### config.mk
export PLATFORM = sky130hd
export DESIGN_NAME = rc_run_ctrl
export DESIGN_NICKNAME = d
export VERILOG_FILES = /design/src/rtl/rc_pkg.sv /design/src/rtl/rc_host_decode.sv /design/src/rtl/rc_event_unit.sv /design/src/rtl/rc_state_ctrl.sv /design/src/rtl/rc_run_ctrl.sv
export SDC_FILE = /design/constraint.sdc
export NUM_CORES = 1
export LEC_CHECK = 0
export CAP_MARGIN = 20
export CORE_AREA = 4 4 47 49
export DETAILED_ROUTE_END_ITERATION = 16
export DIE_AREA = 0 0 51 53
export PLACE_DENSITY = 0.76
export SYNTH_ARGS = -nofsm -noshare
export SYNTH_HDL_FRONTEND = slang
export SYNTH_SLANG_ARGS = --single-unit
### constraint.sdc
create_clock -name clk -period 3.8 [get_ports clk]
set_clock_uncertainty 0.2 [all_clocks]
set_input_delay 0.38 -clock clk [delete_from_list [all_inputs] [get_ports clk]]
set_output_delay 0.38 -clock clk [all_outputs]
set_load 0.005 [all_outputs]
### src/rtl/rc_pkg.sv
// Package: shared types for the run-control controller.
// Assumes: host opcodes and state codes are fixed encodings visible to the host.
package rc_pkg;
    localparam int RC_OP_W    = 3;
    localparam int RC_STATE_W = 3;
    localparam int RC_ACT_W   = 2;
    localparam int RC_STAT_W  = 8;

    typedef enum logic [RC_STATE_W-1:0] {
        RC_RUN  = 3'd0,
        RC_STOP = 3'd1,
        RC_WAIT = 3'd2,
        RC_SERV = 3'd3,
        RC_STEP = 3'd4
    } rc_state_e;

    typedef enum logic [RC_OP_W-1:0] {
        OP_NOP  = 3'd0,
        OP_RUN  = 3'd1,
        OP_STEP = 3'd2,
        OP_FSET = 3'd3,
        OP_FCLR = 3'd4,
        OP_CFG  = 3'd5,
        OP_CLR  = 3'd6,
        OP_HALT = 3'd7
    } rc_op_e;

    typedef enum logic [RC_ACT_W-1:0] {
        ACT_HALT  = 2'd0,
        ACT_EXC   = 2'd1,
        ACT_TRACE = 2'd2,
        ACT_TRC2  = 2'd3
    } rc_act_e;

    typedef struct packed {
        rc_act_e act;
        logic    wait_mode;
    } rc_cfg_t;

    typedef struct packed {
        logic run;
        logic step;
        logic halt;
        logic cfg_wr;
        logic frz_set;
        logic frz_clr;
        logic clr_sticky;
    } rc_cmd_t;
endpackage

### src/rtl/rc_host_decode.sv
// Module: host command decoder with the configuration and freeze registers.
// Assumes: one command per valid cycle; config writes are taken only while running.
module rc_host_decode
    import rc_pkg::*;
#(
    parameter int DATA_W = 8
) (
    input  logic              clk,
    input  logic              rst_n,
    input  logic              host_valid_i,
    input  logic [RC_OP_W-1:0] host_op_i,
    input  logic [DATA_W-1:0] host_data_i,
    input  rc_state_e         state_i,
    output rc_cmd_t           cmd_o,
    output rc_cfg_t           cfg_o,
    output logic              freeze_o
);
    rc_cfg_t cfg_q;
    logic    frz_q;
    rc_op_e  op;

    // Turn the opcode into one strobe per command.
    always_comb begin
        op    = rc_op_e'(host_op_i);
        cmd_o = '0;
        if (host_valid_i) begin
            unique case (op)
                OP_RUN:  cmd_o.run        = 1'b1;
                OP_STEP: cmd_o.step       = 1'b1;
                OP_HALT: cmd_o.halt       = 1'b1;
                OP_CFG:  cmd_o.cfg_wr     = 1'b1;
                OP_FSET: cmd_o.frz_set    = 1'b1;
                OP_FCLR: cmd_o.frz_clr    = 1'b1;
                OP_CLR:  cmd_o.clr_sticky = 1'b1;
                default: cmd_o            = '0;
            endcase
        end
    end

    // Configuration register, writable only while the core runs.
    always_ff @(posedge clk) begin
        if (!rst_n) begin
            cfg_q <= '{act: ACT_HALT, wait_mode: 1'b0};
        end else if (cmd_o.cfg_wr && state_i == RC_RUN) begin
            cfg_q.wait_mode <= host_data_i[0];
            cfg_q.act       <= rc_act_e'(host_data_i[2:1]);
        end
    end

    // Timer freeze flag, changed only by its own commands.
    always_ff @(posedge clk) begin
        if (!rst_n)              frz_q <= 1'b0;
        else if (cmd_o.frz_set)  frz_q <= 1'b1;
        else if (cmd_o.frz_clr)  frz_q <= 1'b0;
    end

    assign cfg_o    = cfg_q;
    assign freeze_o = frz_q;
endmodule

### src/rtl/rc_event_unit.sv
// Module: debug event handling - trace trigger, exception pulse, pending latch, sticky flag.
// Assumes: excursion completion is a single-cycle strobe from the state controller.
module rc_event_unit
    import rc_pkg::*;
(
    input  logic      clk,
    input  logic      rst_n,
    input  logic      evt_i,
    input  rc_state_e state_i,
    input  rc_cfg_t   cfg_i,
    input  logic      in_exc_i,
    input  logic      done_i,
    input  logic      clr_sticky_i,
    output logic      halt_req_o,
    output logic      trig_o,
    output logic      exc_o,
    output logic      sticky_o
);
    logic trig_q;
    logic exc_q;
    logic pend_q;
    logic sticky_q;
    logic is_run;
    logic exc_now;
    logic exc_late;

    // Decide what an event does right now and what a completed excursion releases.
    always_comb begin
        is_run     = (state_i == RC_RUN);
        halt_req_o = evt_i && is_run && (cfg_i.act == ACT_HALT);
        exc_now    = evt_i && is_run && (cfg_i.act == ACT_EXC);
        exc_late   = done_i && (pend_q || evt_i) && (cfg_i.act == ACT_EXC);
    end

    // Trigger and exception pulses, one cycle after their cause.
    always_ff @(posedge clk) begin
        if (!rst_n) begin
            trig_q <= 1'b0;
            exc_q  <= 1'b0;
        end else begin
            trig_q <= evt_i;
            exc_q  <= exc_now || exc_late;
        end
    end

    // Latch events seen during a step or interrupt excursion until it ends.
    always_ff @(posedge clk) begin
        if (!rst_n)                  pend_q <= 1'b0;
        else if (done_i)             pend_q <= 1'b0;
        else if (evt_i && in_exc_i)  pend_q <= 1'b1;
    end

    // Sticky event flag; a new event beats a host clear.
    always_ff @(posedge clk) begin
        if (!rst_n)             sticky_q <= 1'b0;
        else if (evt_i)         sticky_q <= 1'b1;
        else if (clr_sticky_i)  sticky_q <= 1'b0;
    end

    assign trig_o   = trig_q;
    assign exc_o    = exc_q;
    assign sticky_o = sticky_q;
endmodule

### src/rtl/rc_state_ctrl.sv
// Module: run/stop/wait/service/step state machine.
// Assumes: retire and return-from-interrupt are single-cycle pulses from the core.
module rc_state_ctrl
    import rc_pkg::*;
(
    input  logic      clk,
    input  logic      rst_n,
    input  rc_cmd_t   cmd_i,
    input  rc_cfg_t   cfg_i,
    input  logic      evt_halt_i,
    input  logic      irq_i,
    input  logic      retire_i,
    input  logic      rfi_i,
    output rc_state_e state_o,
    output logic      in_exc_o,
    output logic      done_o
);
    rc_state_e state_q;
    rc_state_e state_d;
    logic      from_wait_q;
    logic      from_wait_d;

    // Next-state selection; host commands outrank interrupts in the wait state.
    always_comb begin
        state_d     = state_q;
        from_wait_d = from_wait_q;
        unique case (state_q)
            RC_RUN: begin
                if (evt_halt_i || cmd_i.halt)
                    state_d = cfg_i.wait_mode ? RC_WAIT : RC_STOP;
            end
            RC_STOP: begin
                if (cmd_i.run) begin
                    state_d = RC_RUN;
                end else if (cmd_i.step) begin
                    state_d     = RC_STEP;
                    from_wait_d = 1'b0;
                end
            end
            RC_WAIT: begin
                if (cmd_i.run) begin
                    state_d = RC_RUN;
                end else if (cmd_i.step) begin
                    state_d     = RC_STEP;
                    from_wait_d = 1'b1;
                end else if (irq_i) begin
                    state_d = RC_SERV;
                end
            end
            RC_SERV: begin
                if (rfi_i) state_d = RC_WAIT;
            end
            RC_STEP: begin
                if (retire_i) state_d = from_wait_q ? RC_WAIT : RC_STOP;
            end
            default: state_d = RC_RUN;
        endcase
    end

    // State and step-origin registers.
    always_ff @(posedge clk) begin
        if (!rst_n) begin
            state_q     <= RC_RUN;
            from_wait_q <= 1'b0;
        end else begin
            state_q     <= state_d;
            from_wait_q <= from_wait_d;
        end
    end

    // Excursion flags for the event unit.
    always_comb begin
        in_exc_o = (state_q == RC_STEP) || (state_q == RC_SERV);
        done_o   = ((state_q == RC_STEP) && retire_i) || ((state_q == RC_SERV) && rfi_i);
    end

    assign state_o = state_q;
endmodule

### src/rtl/rc_run_ctrl.sv
// Module: top of the debug run-control controller.
// Assumes: DATA_W >= 8; inputs are synchronous to clk.
module rc_run_ctrl
    import rc_pkg::*;
#(
    parameter int DATA_W = 8
) (
    input  logic              clk,
    input  logic              rst_n,
    input  logic              dbg_evt_i,
    input  logic              irq_req_i,
    input  logic              retire_i,
    input  logic              rfi_i,
    input  logic              host_valid_i,
    input  logic [2:0]        host_op_i,
    input  logic [DATA_W-1:0] host_data_i,
    output logic [DATA_W-1:0] host_rdata_o,
    output logic              halt_o,
    output logic              tmr_freeze_o,
    output logic              irq_grant_o,
    output logic              dbg_exc_o,
    output logic              trace_trig_o
);
    rc_cmd_t   cmd;
    rc_cfg_t   cfg;
    rc_state_e state;
    logic      in_exc;
    logic      done;
    logic      halt_req;
    logic      sticky;
    logic [RC_STAT_W-1:0] stat;

    rc_host_decode #(.DATA_W(DATA_W)) u_dec (
        .clk(clk), .rst_n(rst_n),
        .host_valid_i(host_valid_i), .host_op_i(host_op_i), .host_data_i(host_data_i),
        .state_i(state), .cmd_o(cmd), .cfg_o(cfg), .freeze_o(tmr_freeze_o)
    );

    rc_state_ctrl u_fsm (
        .clk(clk), .rst_n(rst_n), .cmd_i(cmd), .cfg_i(cfg), .evt_halt_i(halt_req),
        .irq_i(irq_req_i), .retire_i(retire_i), .rfi_i(rfi_i),
        .state_o(state), .in_exc_o(in_exc), .done_o(done)
    );

    rc_event_unit u_evt (
        .clk(clk), .rst_n(rst_n), .evt_i(dbg_evt_i), .state_i(state), .cfg_i(cfg),
        .in_exc_i(in_exc), .done_i(done), .clr_sticky_i(cmd.clr_sticky),
        .halt_req_o(halt_req), .trig_o(trace_trig_o), .exc_o(dbg_exc_o), .sticky_o(sticky)
    );

    // Core-facing controls and the host read-back word.
    always_comb begin
        halt_o       = (state == RC_STOP) || (state == RC_WAIT);
        irq_grant_o  = (state == RC_SERV);
        stat         = {sticky, 1'b0, cfg.act, cfg.wait_mode, state};
        host_rdata_o = DATA_W'(stat);
    end
endmodule

### Word-level counts from Yosys, hierarchy flattened

Cells that the tools add are included.

| word-level totals | value |
|---|---|
| register bits | 12 |
| bits in latches | 0 |
| bits in writable memories | 0 |
| ROM bits | 0 |
| input bits | 18 |
| output and inout bits | 13 |
| memories | 0 |

| operators by class | value |
|---|---|
| add/sub/neg operators | 0 |
| $mul | 0 |
| divide/modulo/power cells | 0 |
| order comparisons | 0 |
| equal/unequal tests | 21 |
| shifts and indexed selects | 0 |
| muxes and demuxes | 28 |
| bitwise operators | 1 |
| reduce and logical (&&, ||, !) cells | 23 |

Operators by type and width:

| operator | count |
|---|---|
| two-way mux 3 bit | 8 |
| equality test 3 bit, second input constant | 5 |
| two-way mux 1 bit | 15 |
| one-hot mux 3 bit (5 select lines) | 1 |
| != test 2 bit, second input constant | 7 |
| equality test 3 x 2 -> 1 bit, second input constant | 4 |
| AND reduction 5 bit | 2 |
| logical AND 1 bit | 9 |
| two-way mux 7 bit | 1 |
| equality test 3 x 1 -> 1 bit, second input constant | 2 |
| logical OR 1 bit | 6 |
| nonzero test 2 bit | 3 |
| two-way mux 2 bit | 2 |
| != test 4 bit, second input constant | 1 |
| zero test 3 bit | 1 |
| != test 3 bit, second input constant | 1 |
| equality test 2 x 1 -> 1 bit, second input constant | 1 |
| zero test 2 bit | 1 |
| one-hot mux 1 bit (2 select lines) | 1 |
| OR reduction 2 bit | 1 |
| inverter 1 bit | 1 |

### Longest topological paths before layout

Gate-level depths: netlist of the first run.

| logic depth | value |
|---|---|
| word-level depth | 6 |
| gate-level depth with buffers | 5 |
| mapped depth without buffers | 4 |

### Modules after synthesis

From an unflattened synthesis of the first run, not the netlist that was laid out.

| second synthesis, totals | value |
|---|---|
| cell total of the unflattened synthesis | 94 |
| area total of the unflattened synthesis | 809.5 µm² |

By module, submodules not included:

| module | times used | cells each | area an instance (µm²) | seq. area each (µm²) |
|---|---|---|---|---|
| rc_state_ctrl | 1 | 43 | 361.6 | 80.1 |
| rc_host_decode | 1 | 29 | 232.7 | 80.1 |
| rc_event_unit | 1 | 15 | 176.4 | 80.1 |
| rc_run_ctrl | 1 | 7 | 38.8 | 0.0 |

### Least setup slack after synthesis of the first run

Ideal clock, no wire load.

| timing path | value |
|---|---|
| path type | reg-to-reg |
| start | register u_fsm.state_q[2], in the netlist u_fsm.state_o[2] |
| end | register u_fsm.state_q[1], in the netlist u_fsm.state_o[1] |
| setup time | 125 ps |
| arrival time | 1,206 ps |
| path slack | 2,269 ps |
| cell stages (with the launch flop) | 5 |
| period minus slack after synthesis | 1,531 ps |
| cell sequence | dfxtp_1 -> buf_2 -> mux2_1 -> a22oi_1 -> o31ai_2 |

| between the ends | value |
|---|---|
| cells in the longest elaborated chain, start to end | 6 |
| elaborated cells on any way between the ends | 15 |

Ends and longest elaborated chain:

| item | line | RTL |
|---|---|---|
| from (decl) | rc_state_ctrl.sv:18 | `rc_state_e state_q;` |
| from (signal assigned) | rc_state_ctrl.sv:66 | `state_q <= state_d;` |
| zero test 3 bit | rc_event_unit.sv:29, rc_state_ctrl.sv:27 |  |
| logical AND 1 bit (2 in series) | rc_event_unit.sv:30 | `halt_req_o = evt_i && is_run && (cfg_i.act == ACT_HALT);` |
| logical OR 1 bit | rc_state_ctrl.sv:29 | `if (evt_halt_i \|\| cmd_i.halt)` |
| != test 2 bit (no source line) | -- |  |
| AND reduction 5 bit (no source line) | -- |  |

Several ways; a longest one is shown, not always the timed one.
A chain may end at the register's enable or synchronous reset.

### Worst setup path in the final report of the first run

| timing path | value |
|---|---|
| start | register u_fsm.state_q[0], in the netlist u_fsm.state_o[0] |
| end | output irq_grant_o |

| between the ends | value |
|---|---|
| cells in the longest elaborated chain, start to end | 1 |

Ends and longest elaborated chain:

| item | line | RTL |
|---|---|---|
| equality test 3 x 2 -> 1 bit | rc_run_ctrl.sv:54 | `irq_grant_o = (state == RC_SERV);` |
| to (decl) | rc_run_ctrl.sv:20 | `output logic irq_grant_o,` |

No other way between the ends.

==> results of run 1 <==
[layer usage]
metal	share of wire	track usage	up-vias
met5	0	0	-
met2	0.48	0.2296	19
li1	-	-	358
met1	0.45	0.1752	334
met3	0.051	0.05915	4
met4	0.013	0.06726	0
[state kept, by name, summed over array words and instances (netlist names)]
name / flops
u_evt.pend_q: 1
u_evt.exc_o: 1
u_fsm.from_wait_q: 1
u_evt.sticky_o: 1
u_fsm.state_o: 3
u_evt.trig_o: 1
u_dec.freeze_o: 1
u_dec.cfg_o: 3
[through the flow]
step	hold slack [ps]	std cells	utilization	power (mW)
6_report	259.9	135	0.5464	0.3813
5_1_grt	268.3	135	0.5464	0.4071
4_1_cts	261.1	135	0.5464	0.3857
3_5_place_dp	248.7	132	0.5343	0.3066
3_3_place_gp	246.7	132	0.5343	0.3021
2_1_floorplan	221.2	87	-	0.2490
[final timing paths]
path,startpoint,endpoint,slack (ps),depth (start not counted)
hold reg to reg,u_evt.pend_q,u_evt.pend_q,260,2
setup reg to reg,u_fsm.state_o[2],u_fsm.state_o[1],2110,4
setup / recovery,u_fsm.state_o[0],irq_grant_o,1440,3
hold / removal,u_evt.pend_q,u_evt.pend_q,260,2
[worst reg2reg max path, cell delays in order (launching register included)]
cell,delay [ps]
dfxtp_1,610
and4bb_4,270
a31oi_2,170
o211ai_2,140
o31ai_2,210
[power groups by stage]
stage	Sequential (mW)	Clock, mW	Combinational [mW]
3_3_place_gp	0.161	0	0.141
4_1_cts	0.159	0.0815	0.145
5_1_grt	0.162	0.0873	0.158
3_5_place_dp	0.162	0	0.145
6_report	0.159	0.0780	0.144
2_1_floorplan	0.154	0	0.0955
[Yosys cell counts, drive strengths merged, types with 2 or more instances]
library cell,instances
o21ai,3
buf,6
a22oi,3
inv,4
a31oi,2
and2,2
nand4b,2
nor3,2
nand3b,2
nand2,9
a21oi,6
nor2b,2
mux2i,4
mux2,2
nor2,7
dfxtp,12
o211ai,3
[cells by family (layout without fill, tap and decap cells)]
group                     count (synthesis)  count (layout)  synth area share
muxes                                     6               6           0.08117
xor gates and xnor gates                  1               1           0.01137
and+or+nand+nor                          35              35            0.2955
other                                     1               1          0.004865
DFF                                      12              12            0.3117
buffers and inverters                    10              31           0.08440
AOI/OAI and AO/OA                        22              22            0.2110
[area by class of cell]
class | count | area (um^2) | area share
clock buffer | 3 | 22.52 | 0.02214
sequential | 12 | 240.2 | 0.2362
inverter | 4 | 15.01 | 0.01476
timing repair buffer | 24 | 240.2 | 0.2362
tap | 27 | 33.78 | 0.03321
multi-input combinational | 65 | 465.4 | 0.4576
==> out/results.tsv, run 1 <==
stage	metric	value	unit
sta	tns	0	ps
final_layout	drive_gt1_frac	0.1111	
floorplanning	dieArea	2703	um^2
power	p_seq_frac	0.417	
detailed_routing	viasPerCell	5.296	
sta	setup_ws	1444	ps
floorplanning	row_count	16	
detailed_routing	antenna_left	0	
sta	maxSlewViolCount	0	
power	power_switching	129.4	uW
sta	period_share	0.6201	
power	ir_drop	0.2263	mV
placement	place_ws	1641	ps
synth	netlist.area_leader.share	0.3117	
worst_hold_path	min_path_type	register to register	
clock_tree	clkLatencyLatePin	280	ps
power	comb_power_share	0.378	
clock_tree	clock-root-buffer	clkbuf_4	
sta	setup_viol	0	
placement	hpwl	1369	um
power	p_int	251.9	uW
detailed_routing	drt_iter0_drc	12	
power	leakagePower	0.3605	nW
sta	fin_crit	2356	ps
critical_path	crit_chain	inv_2 > nor3b_2 > clkdlybuf4s50_1	
clock_tree	cts_buffer_depth	2	
clock_tree	post_cts_buffers	0	
final_layout	area_growth	31.98	%
floorplanning	boundaryPins	31	
grt	antenna_found_initial	0	
critical_path	cp_data_arrival_time	1780	ps
detailed_routing	routedWlPerCell	13.24	um
floorplanning	core_area	1862	um^2
grt	grt_usage	0.1470	
placement	io_buffers	24	
clock_tree	hold_buffers	0	
final_layout	final_cell_mix	clkdlybuf4s50_1 (24), dfxtp_1 (12), nand2_1 (9)	
clock_tree	clock_sinks	12	
detailed_routing	drcViolationCount	0	
synth	synth-main-ff-cell	dfxtp_1	
synth	syn_inst	87	
critical_path	critical_path_class	register to output port	
grt	grt-ovfl-total	0	
floorplanning	die_w	51	um
synth	synth_area	770.7	um^2
synth	synth.distinct_cells	40	
detailed_routing	num_vias	715	
critical_path	worst-path-buf-inv	2	
job	drv_cap	0	
synth	yosys-top-cells-area	dfxtp_1 (31%), mux2i_1 (5.2%), nand2_1 (4.4%), a21oi_1 (3.9%), nor2_1 (3.4%)	
synth	synth-async-reset-ratio	0	
power	switching_share	0.3393	
grt	grt_max_degree	15	
floorplanning	initial_core_util	0.4140	
final_layout	fill_cells	180	
sta	fmax	424.4	MHz
critical_path	worstPathMaxFanout	9	
status	outcome	completed	
final_layout	final_common_cell	clkdlybuf4s50_1	
clock_tree	cts_made_buffers	3	
power	share_clk_of_total_power	0.205	
synth	synth_top_area_cell	dfxtp_1	
grt	grt_pass1_vias	678	
synth	yosys_warnings	0	
detailed_routing	dr.pass1.iters	4	
synth	synth-edff-count	0	
clock_tree	cts_tree	built	
synth	synth_nets	105	
critical_path	crit_required	3220	ps
sta	grt_setup_unrepaired	no	
critical_path	critPathMaxStageDelay	560	ps
critical_path	end_kind	output port	
placement	gp_congestion	0.7827	
critical_path	cpLargestDelayFamily	buffers and inverters	
critical_path	critPathLaunchType	register	
final_layout	antenna_cells	0	
power	p_per_area	374.8	nW/um^2
critical_path	worst_path_max_delay_cell	clkdlybuf4s50_1	
clock_tree	ctsResizeCount	0	
detailed_routing	wirelength	1788	um
placement	place_area	994.7	um^2
sta	hold_viol_final	0	
final_layout	stdcell_area	1017	um^2
floorplanning	die_h	53	um
final_layout	nNetsFinal	128	
synth	avgSynthCellArea	8.859	um^2
synth	synth-seq-area-share	0.3117	
grt	grt_pass1_wl	2918	um
clock_tree	clk_pin_slew	70	ps
clock_tree	htree_num_levels	1	
synth	ys_seq_elements	12	
Note: power is estimated with default switching activity, not from simulation.
==> run 2: changes to the inputs <==
--- a/config.mk
+++ b/config.mk
@@ -6,10 +6,10 @@
 export NUM_CORES = 1
 export LEC_CHECK = 0
 export CAP_MARGIN = 20
-export CORE_AREA = 4 4 47 49
+export CORE_AREA = 4 4 48 50
 export DETAILED_ROUTE_END_ITERATION = 16
-export DIE_AREA = 0 0 51 53
-export PLACE_DENSITY = 0.76
+export DIE_AREA = 0 0 52 54
+export PLACE_DENSITY = 0.73
 export SYNTH_ARGS = -nofsm -noshare
 export SYNTH_HDL_FRONTEND = slang
 export SYNTH_SLANG_ARGS = --single-unit
==> constraint.sdc (replaced) <==
create_clock -name clk -period 2.3 [get_ports clk]
set_clock_uncertainty 0.2 [all_clocks]
set_input_delay 0.23 -clock clk [delete_from_list [all_inputs] [get_ports clk]]
set_output_delay 0.23 -clock clk [all_outputs]
set_load 0.005 [all_outputs]
==> run 2 against run 1 <==
Non-clock buffer count increased by 1. Die area increased by 3.9%. Register-to-register slack got worse by 1500 ps. Clock power increased by 60%. Wire length decreased by 5.2%. Via count increased by 0.70%. Final area increased by 0.74%. Total power increased by 63%.
==> out/results.tsv, run 2 (synthesized netlist as in run 1, its figures left out) <==
stage	metric	value	unit	change
grt	grt_pass1_wl	2697	um	-7.6%
critical_path	crit_chain	inv_2 > nor3b_2 > clkdlybuf4s50_1		
grt	grt-ovfl-total	0		unchanged
grt	grt_usage	0.1297		-0.01723
detailed_routing	viasPerCell	5.294		about the same
clock_tree	cts_tree	built		
placement	io_buffers	24		unchanged
clock_tree	clock_sinks	12		unchanged
sta	maxSlewViolCount	0		unchanged
critical_path	timing.rr.start	u_fsm.state_o[2]		
grt	grt_max_degree	15		unchanged
critical_path	crit_path_start	u_fsm.state_o[0]		
job	drv_cap	0		unchanged
detailed_routing	dr.pass1.iters	4		unchanged
floorplanning	core_area	1902	um^2	+2.2%
final_layout	fin_util	0.5388		-0.007555
final_layout	multiInputGateArea	465.4	um^2	unchanged
final_layout	final_cell_mix	clkdlybuf4s50_1 (24), dfxtp_1 (12), nand2_1 (9)		
final_layout	fill_cells	177		-1.7%
critical_path	worst_path_max_delay_cell	clkdlybuf4s50_1		
grt	busiest_layer	met2		
critical_path	critical_path_class	register to output port		
power	leakagePower	0.3653	nW	+1.3%
detailed_routing	wirelength	1695	um	-5.2%
floorplanning	die_h	54	um	+1.9%
detailed_routing	routedWlPerCell	12.46	um	-5.9%
critical_path	critPathMaxStageDelay	550	ps	about the same
clock_tree	htree_num_levels	1		unchanged
placement	place_ws	326.3	ps	-1315 ps
final_layout	antenna_cells	0		unchanged
clock_tree	cts_buffer_depth	2		unchanged
clock_tree	post_cts_buffers	0		unchanged
power	p_seq_frac	0.422		+0.005
final_layout	nNetsFinal	129		+0.78%
critical_path	cp_data_arrival_time	1750	ps	-30 ps
placement	hpwl	1324	um	-3.3%
clock_tree	clk_pin_slew	70	ps	about the same
sta	fmax	459.1	MHz	
detailed_routing	num_vias	720		+0.70%
detailed_routing	drt_iter0_drc	15		+3
clock_tree	cts_made_buffers	3		unchanged
power	p_per_area	608.0	nW/um^2	+62%
clock_tree	hold_buffers	0		unchanged
sta	hold_viol_final	0		unchanged
final_layout	regArea	240.2	um^2	unchanged
floorplanning	boundaryPins	31		unchanged
grt	grt_pass1_vias	609		-10%
final_layout	final_common_cell	clkdlybuf4s50_1		
grt	antenna_found_initial	0		unchanged
worst_hold_path	hold_start	u_evt.pend_q		
floorplanning	row_count	16		unchanged
detailed_routing	antenna_left	0		unchanged
grt	grt_util_met2	0.1987		-0.03087
final_layout	drive_gt1_frac	0.1193		+0.008155
power	ir_drop	0.3527	mV	+56%
critical_path	end_kind	output port		
final_layout	area_growth	32.95	%	
grt	met1_usage	0.1658		-0.009333
worst_hold_path	min_path_type	register to register		
floorplanning	die_w	52	um	+2.0%
critical_path	crit_required	1870	ps	-1350 ps
sta	period_share	0.9470		
clock_tree	clkLatencyLatePin	270	ps	about the same
sta	tns	0	ps	unchanged
power	switching_share	0.3307		-0.008617
critical_path	worstPathMaxFanout	9		unchanged
power	share_clk_of_total_power	0.201		-0.004
floorplanning	initial_core_util	0.4053		-0.008715
sta	setup_ws	121.8	ps	-1322 ps
floorplanning	dieArea	2808	um^2	+3.9%
sta	grt_setup_unrepaired	no		
sta	fin_crit	2178	ps	
clock_tree	ctsResizeCount	0		unchanged
sta	setup_viol	0		unchanged
grt	use_met3	0.04432		-0.01483
placement	gp_congestion	0.7782		-0.57%
clock_tree	clock-root-buffer	clkbuf_4		
status	outcome	completed		
power	p_int	417.0	uW	+66%
detailed_routing	drcViolationCount	0		unchanged
power	power_switching	206.0	uW	+59%
power	comb_power_share	0.377		about the same
critical_path	critPathLaunchType	register		
run 2: worst paths after layout:
path	to	slack [ps]	cells past startpoint
worst max register to register	u_fsm.state_o[1]	590	4
worst min-delay path	u_evt.pend_q	260	2
worst min register to register	u_evt.pend_q	260	2
worst max-delay path	irq_grant_o	120	3
run 2: power groups by stage:
stage | registers, mW | clock network [mW] | logic [mW]
2_1_floorplan | 0.254 | 0 | 0.158
4_1_cts | 0.262 | 0.133 | 0.237
6_report | 0.263 | 0.125 | 0.235
3_3_place_gp | 0.267 | 0 | 0.233
3_5_place_dp | 0.268 | 0 | 0.236
5_1_grt | 0.267 | 0.139 | 0.261
run 2: metrics by stage:
stage | hold slack [ps] | std cells | area [um^2] | power, mW
floorplan | 147.4 | 87 | 770.7 | 0.4113
global placement | 247.7 | 133 | 1002 | 0.5004
detailed placement | 244.9 | 133 | 1002 | 0.5037
CTS | 257.8 | 136 | 1025 | 0.6326
global route | 263.8 | 136 | 1025 | 0.6663
finish | 260.2 | 136 | 1025 | 0.6231
run 2: per-layer routing:
| layer | part of all wire | up-vias |
|---|---|---|
| li1 | - | 360 |
| met1 | 0.46 | 335 |
| met2 | 0.46 | 21 |
| met3 | 0.068 | 4 |
| met4 | 0.011 | 0 |
| met5 | 0 | - |
run 2: layout make-up:
class	instances	share of cell area
repair buffers	25	0.2418
clock buffers	3	0.02198
multi-input cells	65	0.4542
inverters	4	0.01465
flip-flops and latches	12	0.2344
well taps	27	0.03297
run 2: worst max-delay path, delay by kind of cell (launching register included):
kind          cells  cell delay (ps)
flops             1              530
simple gates      1              270
buf+inv           2              670
